File: config.mk
export PLATFORM = sky130hd
export DESIGN_NAME = gpio_portctl
export DESIGN_NICKNAME = d
export VERILOG_FILES = /design/src/rtl/gpio_pkg.sv /design/src/rtl/gpio_sync.sv /design/src/rtl/gpio_port.sv /design/src/rtl/gpio_pad_mux.sv /design/src/rtl/gpio_wake.sv /design/src/rtl/gpio_portctl.sv
export SDC_FILE = /design/constraint.sdc
export NUM_CORES = 1
export LEC_CHECK = 0
export ABC_AREA = 1
export BUFFER_PORTS_ARGS = -buffer_cell sky130_fd_sc_hd__buf_2
export CAP_MARGIN = 10
export CORE_MARGIN = 1
export CORE_UTILIZATION = 40
export CTS_CLUSTER_SIZE = 40
export DETAILED_ROUTE_END_ITERATION = 8
export PLACE_DENSITY = 0.65
export SYNTH_ARGS = -nofsm -noshare
export SYNTH_HDL_FRONTEND = slang
export SYNTH_SLANG_ARGS = --single-unit
File: constraint.sdc
create_clock -name clk -period 2.6 [get_ports clk]
set_clock_uncertainty 0.1 [all_clocks]
set_input_delay 0.26 -clock clk [delete_from_list [all_inputs] [get_ports clk]]
set_output_delay 0.26 -clock clk [all_outputs]
set_load 0.05 [all_outputs]
File: src/rtl/gpio_pkg.sv
// Shared constants, the operation code and the modify step of the
// read-modify-write path of the GPIO port controller.
// Assumes four ports of eight pins each.
package gpio_pkg;
    localparam int NPORT = 4;
    localparam int PW    = 8;
    localparam int AW    = 8;
    localparam int BW    = $clog2(PW);

    typedef enum logic [2:0] {
        OP_NONE  = 3'd0,
        OP_READ  = 3'd1,
        OP_WRITE = 3'd2,
        OP_SET   = 3'd3,
        OP_CLR   = 3'd4,
        OP_CPL   = 3'd5
    } gpio_op_e;

    localparam logic [AW-1:0] PORT_ADDR [NPORT] = '{8'h12, 8'h14, 8'h16, 8'h1C};
    localparam logic [PW-1:0] PORT_IMPL [NPORT] = '{8'hFF, 8'hFF, 8'h3F, 8'h01};

    // Apply one operation to the value that was read.
    function automatic logic [PW-1:0] apply_op(
        input gpio_op_e        op,
        input logic [BW-1:0]   sel,
        input logic [PW-1:0]   cur,
        input logic [PW-1:0]   wdat
    );
        logic [PW-1:0] onehot;
        onehot = PW'(1) << sel;
        case (op)
            OP_WRITE: apply_op = wdat;
            OP_SET:   apply_op = cur | onehot;
            OP_CLR:   apply_op = cur & ~onehot;
            OP_CPL:   apply_op = ~cur;
            default:  apply_op = cur;
        endcase
    endfunction
endpackage

File: src/rtl/gpio_sync.sv
// Two-stage synchronizer for asynchronous pad inputs.
// Assumes the inputs idle high (pull-ups), so the stages reset to ones.
module gpio_sync #(
    parameter int W = 8
) (
    input  logic         clk,
    input  logic         rst_n,
    input  logic [W-1:0] async_i,
    output logic [W-1:0] sync_o
);
    logic [W-1:0] stage1_q;
    logic [W-1:0] stage2_q;

    // Shift the pad levels through the two stages.
    always_ff @(posedge clk) begin
        if (!rst_n) begin
            stage1_q <= '1;
            stage2_q <= '1;
        end else begin
            stage1_q <= async_i;
            stage2_q <= stage1_q;
        end
    end

    assign sync_o = stage2_q;
endmodule

File: src/rtl/gpio_port.sv
// One I/O port: output latch and direction register, with the
// read-modify-write operation path. Missing bits (IMPL = 0) are held at 0.
// Assumes pin_i is already synchronized.
module gpio_port
    import gpio_pkg::*;
#(
    parameter logic [AW-1:0] DATA_ADDR = 8'h12,
    parameter logic [PW-1:0] IMPL      = 8'hFF
) (
    input  logic          clk,
    input  logic          rst_n,
    input  gpio_op_e      op_i,
    input  logic [AW-1:0] addr_i,
    input  logic [PW-1:0] wdata_i,
    input  logic [BW-1:0] bitsel_i,
    input  logic          acc_dest_i,
    input  logic [PW-1:0] pin_i,
    output logic [PW-1:0] result_o,
    output logic [PW-1:0] latch_o,
    output logic [PW-1:0] dir_o
);
    localparam logic [AW-1:0] DIR_ADDR = DATA_ADDR + AW'(1);

    logic          data_hit;
    logic          dir_hit;
    logic [PW-1:0] latch_q;
    logic [PW-1:0] dir_q;
    logic [PW-1:0] live_val;
    logic [PW-1:0] cur_val;
    logic [PW-1:0] new_val;
    logic          do_write;

    assign data_hit = (addr_i == DATA_ADDR);
    assign dir_hit  = (addr_i == DIR_ADDR);

    // Port state: pad level on inputs, latch on outputs.
    always_comb begin
        live_val = ((dir_q & pin_i) | (~dir_q & latch_q)) & IMPL;
        cur_val  = data_hit ? live_val : (dir_q & IMPL);
        new_val  = apply_op(op_i, bitsel_i, cur_val, wdata_i) & IMPL;
    end

    // Decide whether the operation stores its result.
    always_comb begin
        case (op_i)
            OP_WRITE, OP_SET, OP_CLR: do_write = 1'b1;
            OP_CPL:                   do_write = !acc_dest_i;
            default:                  do_write = 1'b0;
        endcase
    end

    // Latch register, reset to ones on existing bits.
    always_ff @(posedge clk) begin
        if (!rst_n) begin
            latch_q <= IMPL;
        end else if (data_hit && do_write) begin
            latch_q <= new_val;
        end
    end

    // Direction register, reset to all inputs on existing bits.
    always_ff @(posedge clk) begin
        if (!rst_n) begin
            dir_q <= IMPL;
        end else if (dir_hit && do_write) begin
            dir_q <= new_val;
        end
    end

    assign result_o = (data_hit || dir_hit) ? new_val : '0;
    assign latch_o  = latch_q;
    assign dir_o    = dir_q;
endmodule

File: src/rtl/gpio_pad_mux.sv
// Pad drive for all pins: output enable, output value and pull enable.
// Pin 0 of port ALT_PORT can carry freq_i, gated by its latch bit.
// Assumes missing bits have latch and direction held at 0.
module gpio_pad_mux
    import gpio_pkg::*;
#(
    parameter int               ALT_PORT    = 1,
    parameter bit               ALT_EN      = 1'b1,
    parameter logic [NPORT*PW-1:0] PULLUP_MASK = '1
) (
    input  logic [NPORT*PW-1:0] latch_i,
    input  logic [NPORT*PW-1:0] dir_i,
    input  logic                freq_i,
    output logic [NPORT*PW-1:0] oe_o,
    output logic [NPORT*PW-1:0] out_o,
    output logic [NPORT*PW-1:0] pu_o
);
    for (genvar p = 0; p < NPORT; p++) begin : g_port
        for (genvar b = 0; b < PW; b++) begin : g_bit
            localparam int  IDX = p*PW + b;
            localparam bit  HAS = PORT_IMPL[p][b];
            if (!HAS) begin : g_absent
                assign oe_o[IDX]  = 1'b0;
                assign out_o[IDX] = 1'b0;
                assign pu_o[IDX]  = 1'b0;
            end else begin : g_present
                assign oe_o[IDX] = !dir_i[IDX];
                assign pu_o[IDX] = PULLUP_MASK[IDX] && dir_i[IDX];
                if (ALT_EN && p == ALT_PORT && b == 0) begin : g_alt
                    assign out_o[IDX] = latch_i[IDX] & freq_i;
                end else begin : g_plain
                    assign out_o[IDX] = latch_i[IDX];
                end
            end
        end
    end
endmodule

File: src/rtl/gpio_wake.sv
// Wake-up detector: a falling edge on any input-mode pin of the
// watched port while sleeping raises a one-cycle request.
// Assumes pin_i is already synchronized.
module gpio_wake #(
    parameter int W = 8
) (
    input  logic         clk,
    input  logic         rst_n,
    input  logic [W-1:0] pin_i,
    input  logic [W-1:0] dir_i,
    input  logic         sleep_i,
    output logic         wake_o
);
    logic [W-1:0] prev_q;

    // Remember last cycle's synchronized levels.
    always_ff @(posedge clk) begin
        if (!rst_n) prev_q <= '1;
        else        prev_q <= pin_i;
    end

    assign wake_o = sleep_i && |(prev_q & ~pin_i & dir_i);
endmodule

File: src/rtl/gpio_portctl.sv
// Top of the GPIO port controller: four ports, register access with
// bit operations, pad drive, wake-up and synchronized pin taps.
// Assumes a single clock and synchronous active-low reset.
module gpio_portctl
    import gpio_pkg::*;
#(
    parameter bit                  ALT_EN      = 1'b1,
    parameter logic [NPORT*PW-1:0] PULLUP_MASK = 32'hFFFF_00FF
) (
    input  logic                clk,
    input  logic                rst_n,
    input  logic [2:0]          op_i,
    input  logic [AW-1:0]       addr_i,
    input  logic [PW-1:0]       wdata_i,
    input  logic [BW-1:0]       bitsel_i,
    input  logic                acc_dest_i,
    output logic [PW-1:0]       rdata_o,
    output logic                rvalid_o,
    input  logic [NPORT*PW-1:0] pad_in_i,
    output logic [NPORT*PW-1:0] pad_oe_o,
    output logic [NPORT*PW-1:0] pad_out_o,
    output logic [NPORT*PW-1:0] pad_pu_o,
    input  logic                freq_i,
    input  logic                sleep_i,
    output logic                wake_o,
    output logic                tmr_in_o,
    output logic                ext_irq_o
);
    localparam int ALT_PORT  = 1;
    localparam int WAKE_PORT = 0;
    localparam int TMR_PORT  = 2;
    localparam int IRQ_PORT  = 3;

    gpio_op_e            op;
    logic [NPORT*PW-1:0] pin_sync;
    logic [NPORT*PW-1:0] latch_all;
    logic [NPORT*PW-1:0] dir_all;
    logic [PW-1:0]       result [NPORT];
    logic [PW-1:0]       result_or;
    logic [PW-1:0]       rdata_q;
    logic                rvalid_q;

    assign op = gpio_op_e'(op_i);

    gpio_sync #(.W(NPORT*PW)) u_sync (
        .clk    (clk),
        .rst_n  (rst_n),
        .async_i(pad_in_i),
        .sync_o (pin_sync)
    );

    for (genvar p = 0; p < NPORT; p++) begin : g_ports
        gpio_port #(
            .DATA_ADDR(PORT_ADDR[p]),
            .IMPL     (PORT_IMPL[p])
        ) u_port (
            .clk       (clk),
            .rst_n     (rst_n),
            .op_i      (op),
            .addr_i    (addr_i),
            .wdata_i   (wdata_i),
            .bitsel_i  (bitsel_i),
            .acc_dest_i(acc_dest_i),
            .pin_i     (pin_sync[p*PW +: PW]),
            .result_o  (result[p]),
            .latch_o   (latch_all[p*PW +: PW]),
            .dir_o     (dir_all[p*PW +: PW])
        );
    end

    // Merge the per-port results; at most one port decodes an address.
    always_comb begin
        result_or = '0;
        for (int p = 0; p < NPORT; p++) result_or |= result[p];
    end

    // Register the operation result for the core.
    always_ff @(posedge clk) begin
        if (!rst_n) begin
            rdata_q  <= '0;
            rvalid_q <= 1'b0;
        end else begin
            rvalid_q <= (op != OP_NONE);
            if (op != OP_NONE) rdata_q <= result_or;
        end
    end

    assign rdata_o  = rdata_q;
    assign rvalid_o = rvalid_q;

    gpio_pad_mux #(
        .ALT_PORT   (ALT_PORT),
        .ALT_EN     (ALT_EN),
        .PULLUP_MASK(PULLUP_MASK)
    ) u_pads (
        .latch_i(latch_all),
        .dir_i  (dir_all),
        .freq_i (freq_i),
        .oe_o   (pad_oe_o),
        .out_o  (pad_out_o),
        .pu_o   (pad_pu_o)
    );

    gpio_wake #(.W(PW)) u_wake (
        .clk    (clk),
        .rst_n  (rst_n),
        .pin_i  (pin_sync[WAKE_PORT*PW +: PW]),
        .dir_i  (dir_all[WAKE_PORT*PW +: PW]),
        .sleep_i(sleep_i),
        .wake_o (wake_o)
    );

    assign tmr_in_o  = pin_sync[TMR_PORT*PW];
    assign ext_irq_o = pin_sync[IRQ_PORT*PW];
endmodule

-- Yosys cells after proc, flatten, opt, wreduce, memory -nomap -nowiden
Index checks and enable logic that the tools add are counted.
- equality and inequality tests: 12
- shift-type cells: 1
- mux-type cells: 13
- bitwise gates (word level): 36
- reduce and logical (&&, ||, !) cells: 40
- operator list (cell ; number):
    $and A8 B8 Y8 ; 8
    $eq A8 B5 Y1 const B ; 8
    $pmux W8 S4 ; 2
    $or A8 B8 Y8 ; 7
    $not A8 Y8 ; 6
    $mux W8 ; 4
    $logic_not A1 Y1 ; 24
    $pmux W6 S4 ; 1
    $and A6 B6 Y6 ; 3
    $mux W6 ; 2
    $not A6 Y6 ; 2
    $or A6 B6 Y6 ; 2
    $logic_and A1 B1 Y1 ; 9
    $reduce_or A8 Y1 ; 1
    $shl A1 B3 Y8 const A ; 1
    $eq A3 B2 Y1 const B ; 2
    $eq A3 B3 Y1 const B ; 2
    $and A1 B1 Y1 ; 4
    $logic_or A1 B1 Y1 ; 4
    $pmux W1 S4 ; 1
    $reduce_bool A3 Y1 ; 1
    $reduce_or A3 Y1 ; 1
    $mux W1 ; 2
    $not A1 Y1 ; 2
    2 further kinds ; 3
- bits in registers: 113
- input port bits: 59
- output and inout port bits: 108
- word-level logic and storage cells: 115

-- Logic depth before layout (Yosys ltp)
- depth after elaboration: 10
- depth in mapped cells: 16
- gate-level depth less buffers: 15

-- Cells and area by module
A second synthesis with hierarchy kept.
- cells, all modules: 1375
- area, all modules: 8488.1 sq um
- modules (own cells, without submodules) (module ; instances ; cells an instance ; area each (sq um) ; seq. area each (sq um)):
    gpio_sync ; 1 ; 199 ; 1863.0 ; 1281.2
    gpio_port at g_ports[0].u_port ; 1 ; 309 ; 1701.6 ; 320.3
    gpio_port at g_ports[1].u_port ; 1 ; 309 ; 1655.3 ; 320.3
    gpio_port at g_ports[2].u_port ; 1 ; 250 ; 1345.0 ; 240.2
    gpio_pad_mux ; 1 ; 98 ; 638.1 ; 0.0
    gpio_port at g_ports[3].u_port ; 1 ; 88 ; 509.2 ; 40.0
    gpio_portctl ; 1 ; 81 ; 479.2 ; 180.2
    gpio_wake ; 1 ; 41 ; 296.5 ; 160.2

-- Worst setup path before layout
No wires, ideal clock.
- path kind: reg-to-reg
- from: register g_ports[0].u_port.dir_q[1]
- to: register rdata_q[1] (netlist: rdata_o[1])
- library setup time: 0.118 ns
- data arrival time: 1.513 ns
- data required time: 2.382 ns
- path slack: 0.869 ns
- cell stages (with the launch flop): 12
- path buffers: 0
- period minus slack after synthesis: 1.731 ns
- path through: dfxtp_1 > inv_1 > nand2_1 > o21a_1 > o21ai_2 > nand2_1 > o21ai_1 > nand3_1 > nand2_1 > nand2_1 > nor2_1 > nor2_1
- longest elaborated chain between the ends: 10
- elaborated cells between the ends (all ways): 13
- those cells by class: 3 x mux; 10 x bitwise
- ends and longest elaborated chain (element ; line ; source):
    start, declared ; gpio_port.sv:27 ; logic [PW-1:0] dir_q;
    start signal, assigned ; gpio_port.sv:66 ; dir_q <= new_val;
    $not A8 Y8 ; gpio_port.sv:38 ; live_val = ((dir_q & pin_i) | (~dir_q & latch_q)) & IMPL;
    $and A8 B8 Y8 ; gpio_port.sv:38 ;
    $or A8 B8 Y8 ; gpio_port.sv:38 ;
    $mux W8 * ; gpio_port.sv:39 ; cur_val = data_hit ? live_val : (dir_q & IMPL);
    $and A8 B8 Y8, or another cell as far along ; gpio_pkg.sv:34 ; OP_CLR: apply_op = cur & ~onehot;
    $pmux W8 S4 * ; gpio_pkg.sv:31 ; case (op)
    $mux W8 * ; gpio_port.sv:70 ; assign result_o = (data_hit || dir_hit) ? new_val : '0;
    $or A8 B8 Y8 * (3 in series) ; gpio_portctl.sv:74 ; for (int p = 0; p < NPORT; p++) result_or |= result[p];
    end signal, assigned ; gpio_portctl.sv:84 ; if (op != OP_NONE) rdata_q <= result_or;
    end, declared ; gpio_portctl.sv:40 ; logic [PW-1:0] rdata_q;
Every way passes the cells marked *; elsewhere a longest branch is shown, timed or not.
A chain may end at the register's enable or synchronous reset.

-- Final worst setup path
- from: register g_ports[0].u_port.dir_q[2]
- to: register rdata_q[2] (netlist: rdata_o[2])
Same word-level chain as after synthesis.

==> flow_metrics.env <==
export IMPL_power_mw=3.70
export IMPL_grt_max_degree=58
export IMPL_end_kind="register"
export IMPL_synthFlopType="dfxtp_1"
export IMPL_io_buffers=122
export IMPL_root_buffer="clkbuf_16"
export IMPL_synthArstFlopShare_pct=0
export IMPL_ys_seq_area_share_pct=36.7
export IMPL_wl_met2_um=7040
export IMPL_tns_ns=0
export IMPL_ys_ff_latch=109
export IMPL_cts_made_buffers=9
export IMPL_grt_setup_unrepaired="false"
export IMPL_outcome="finished clean"
export IMPL_rows=44
export IMPL_htree_num_levels=3
export IMPL_worstHoldPathCells=2
export IMPL_hold_class="input port to register"
export IMPL_final_layout_size_suffix_gt1_share_pct=24.1
export IMPL_die_area_mm2=0.0154
export IMPL_final_setup_worst_slack_ns=0.699
export IMPL_switchingPower_mw=1.03
export IMPL_startpoint="g_ports[0].u_port.dir_o[2]"
export IMPL_worst_hold_slack_ns=0.197
export IMPL_avgSynthCellArea_um2=6.90
export IMPL_routed_top_layer="met4"
export IMPL_fin_nets=1039
export IMPL_reg2reg_from="g_ports[0].u_port.dir_o[2]"
export IMPL_fin_crit_ns=1.90
export IMPL_crit_top_cell="nand2_1"
export IMPL_synth_edf_count=0
export IMPL_critical_path_top_delay_family="simple AND/OR/NAND/NOR gates"
export IMPL_leakage_nw=3.64
export IMPL_cp_num_buf_inv=1
export IMPL_dpl_hpwl_um=11700
export IMPL_min_from="rst_n"
export IMPL_grt_pass1_vias=5054
export IMPL_wl_um=15600
export IMPL_syn2layout_area_growth_pct=17.7
export IMPL_core_mm2=0.0145
export IMPL_layoutNonFillerInstCount=1169
export IMPL_required_ns=2.74
export IMPL_route_detailed_drc=0
export IMPL_met3_length_um=1080
export IMPL_pwr_density_cell_mw_per_mm2=529
export IMPL_path_cells="inv_1 -> o21ai_0 -> nand3_1 -> nand3_1 -> nand2_1 -> nand3b_1 -> nand2_1 -> nand2_1 -> nor2_1 -> nor2_1"
export IMPL_postPlaceCellArea_mm2=0.00646
export IMPL_diodes=0
export IMPL_pwr_share_comb_pct=15.0
export IMPL_irDropWorstVdd_mv=0.301
export IMPL_clk_pin_slew_ns=0.07
export IMPL_syn_inst=862
export IMPL_final_area_mm2=0.00700
export IMPL_finalMaxSlewViolations=0
export IMPL_yosysWarningCount=0
export IMPL_drt_iter0_drc=341
export IMPL_reg2reg_depth=10
export IMPL_wl_per_cell_um=13.4
export IMPL_grt_total_usage_pct=21.5
export IMPL_hold_violations=0
export IMPL_max_slew_margin_rel_pct=57.3
export IMPL_setup_violations=0
export IMPL_worst_slew_pin_transition_ns=0.638
export IMPL_gr_total_overflow=0
export IMPL_startpoint_type="register"
export IMPL_fmax_mhz=526
export IMPL_drt_vias_per_instance=4.82
export IMPL_period_share_pct=73.1
export IMPL_grt_pass1_wl_um=25300
export IMPL_fillCellCount=1530
export IMPL_r2r_end="rdata_o[2]"
export IMPL_cts_sinks=109
export IMPL_start_util_pct=40.9
export IMPL_die_x_um=124
export IMPL_cp_arrival_ns=2.05
export IMPL_seqPwrFrac_pct=46.5
export IMPL_cts_tree="done"
export IMPL_m1WireLength_um=7220
export IMPL_clkPwrFrac_pct=38.5
export IMPL_swShare_pct=27.8
export IMPL_multiInputGateArea_mm2=0.00300
export IMPL_die_height_um=124
export IMPL_utilization_pct=48.2
export IMPL_cp_slowest_stage_delay_ns=0.40
export IMPL_hold_end="u_wake.prev_q[6]"
export IMPL_dp_cells=1130
export IMPL_syn_area_mm2=0.00595
export IMPL_cts_path_max_buffers=2
export IMPL_ioPinCount=167
export IMPL_drtAntennaViolNets=0
export IMPL_p_int_mw=2.67
export IMPL_dr_total_vias=5632
export IMPL_worstPathMaxFanout=4
export IMPL_synth_cell_type_count=39
export IMPL_routabilityCongestion=0.917
export IMPL_seqCellArea_mm2=0.00218
export IMPL_clk_insertion_delay_late_ns=0.35
export IMPL_antenna_found_initial=1
export IMPL_cp_slowest_cell="dfxtp_1"
export IMPL_reg2reg_slack_ns=0.70
export IMPL_maxCapViolCount=0
export IMPL_crit_type="register to register"
export IMPL_firstDrtPassIters=5
export IMPL_pre_cts_ws_ns=0.490
[routing by layer]
metal  track usage [%]  vias to the layer above
met5                 0                        -
met3              4.35                       19
met2              33.7                      197
met1              28.8                     2508
li1                  -                     2908
met4              8.85                        0
[power groups by stage]
stage,Clock [mW],Combinational [mW],Sequential [mW]
after floorplan,0,0.412,1.78
after global placement,0,0.521,1.76
after detailed placement,0,0.523,1.76
after CTS,1.45,0.552,1.72
after global routing,1.51,0.607,1.73
final,1.43,0.554,1.72
[registers in the layout, indices dropped and copies added (netlist names)]
name	cells
u_sync.stage1_q	23
g_ports.u_port.latch_o	23
rvalid_o	1
rdata_o	8
g_ports.u_port.dir_o	23
u_sync.sync_o	23
u_wake.prev_q	8
[layout by cell type, fill, tap and decap left out, types with 3 or more instances in the layout]
cell type / instances
buf_4: 7
clkbuf_16: 9
dfxtp_1: 109
or2_2: 46
nand3b_1: 8
dlygate4sd3_1: 23
nor2_8: 4
nand4_1: 12
inv_1: 80
conb_1: 35
nand3_1: 91
nor2_1: 25
buf_2: 122
nor2_4: 3
o21ai_0: 34
a21oi_1: 61
nand2_2: 13
nand2_1: 244
inv_2: 10
o21ai_1: 16
[Yosys cell counts, types with 2 or more instances]
master / n / area (um2)
nand4_1: 12 / 75.1
o21ai_2: 2 / 17.5
nor2_4: 3 / 33.8
nand2_2: 13 / 81.3
inv_1: 81 / 304
a31oi_1: 2 / 12.5
nor2_1: 25 / 93.8
nor3_4: 2 / 32.5
nand3b_1: 8 / 60.1
buf_6: 2 / 22.5
inv_2: 9 / 33.8
o21a_1: 2 / 15.0
dfxtp_1: 109 / 2180
buf_4: 59 / 443
clkbuf_1: 10 / 37.5
o21ai_0: 34 / 170
buf_1: 2 / 7.51
a21oi_1: 61 / 305
nand3_1: 91 / 455
nor2_8: 4 / 80.1
or2_2: 46 / 288
nand2_8: 2 / 40.0
o21ai_1: 16 / 80.1
nand2_4: 2 / 22.5
buf_2: 8 / 40.0
nand2_1: 244 / 916
[kinds of logic (layout without fill, tap and decap cells)]
kind of cell | after synthesis | in the layout | share of synthesized area [%]
AND/OR/NAND/NOR | 459 | 459 | 37.6
AO/OA/AOI/OAI | 120 | 120 | 10.6
other | 1 | 35 | 0.0630
flip-flops | 109 | 109 | 36.7
buffers and inverters | 173 | 262 | 15.1
[layout make-up]
cell class / count / share of cell area (%)
Clock buffer: 11 / 3.61
Clock inverter: 5 / 0.840
Inverter: 92 / 4.97
Multi-Input combinational cell: 614 / 42.8
Sequential cell: 109 / 31.2
Tap cell: 184 / 3.29
Timing Repair Buffer: 154 / 13.3
[worst max-delay path by stage]
| stage | slack, ns | cells after the start | to |
|---|---|---|---|
| 6_report | 0.70 | 10 | rdata_o[2] |
| 5_1_grt | 0.50 | 10 | rdata_o[1] |
| 4_1_cts | 0.74 | 10 | rdata_o[2] |
| 3_5_place_dp | 0.49 | 13 | rdata_o[2] |
| 3_3_place_gp | 0.49 | 15 | rdata_o[2] |
| 2_1_floorplan | 0.87 | 11 | rdata_o[1] |
[what timing repair did]
action,4_1_cts,5_1_grt
buffers inserted,0,0
hold buffers,23,0
gates resized for setup,0,0
hold endpoints to repair,23,0
Power figures use the tool's default switching activity.
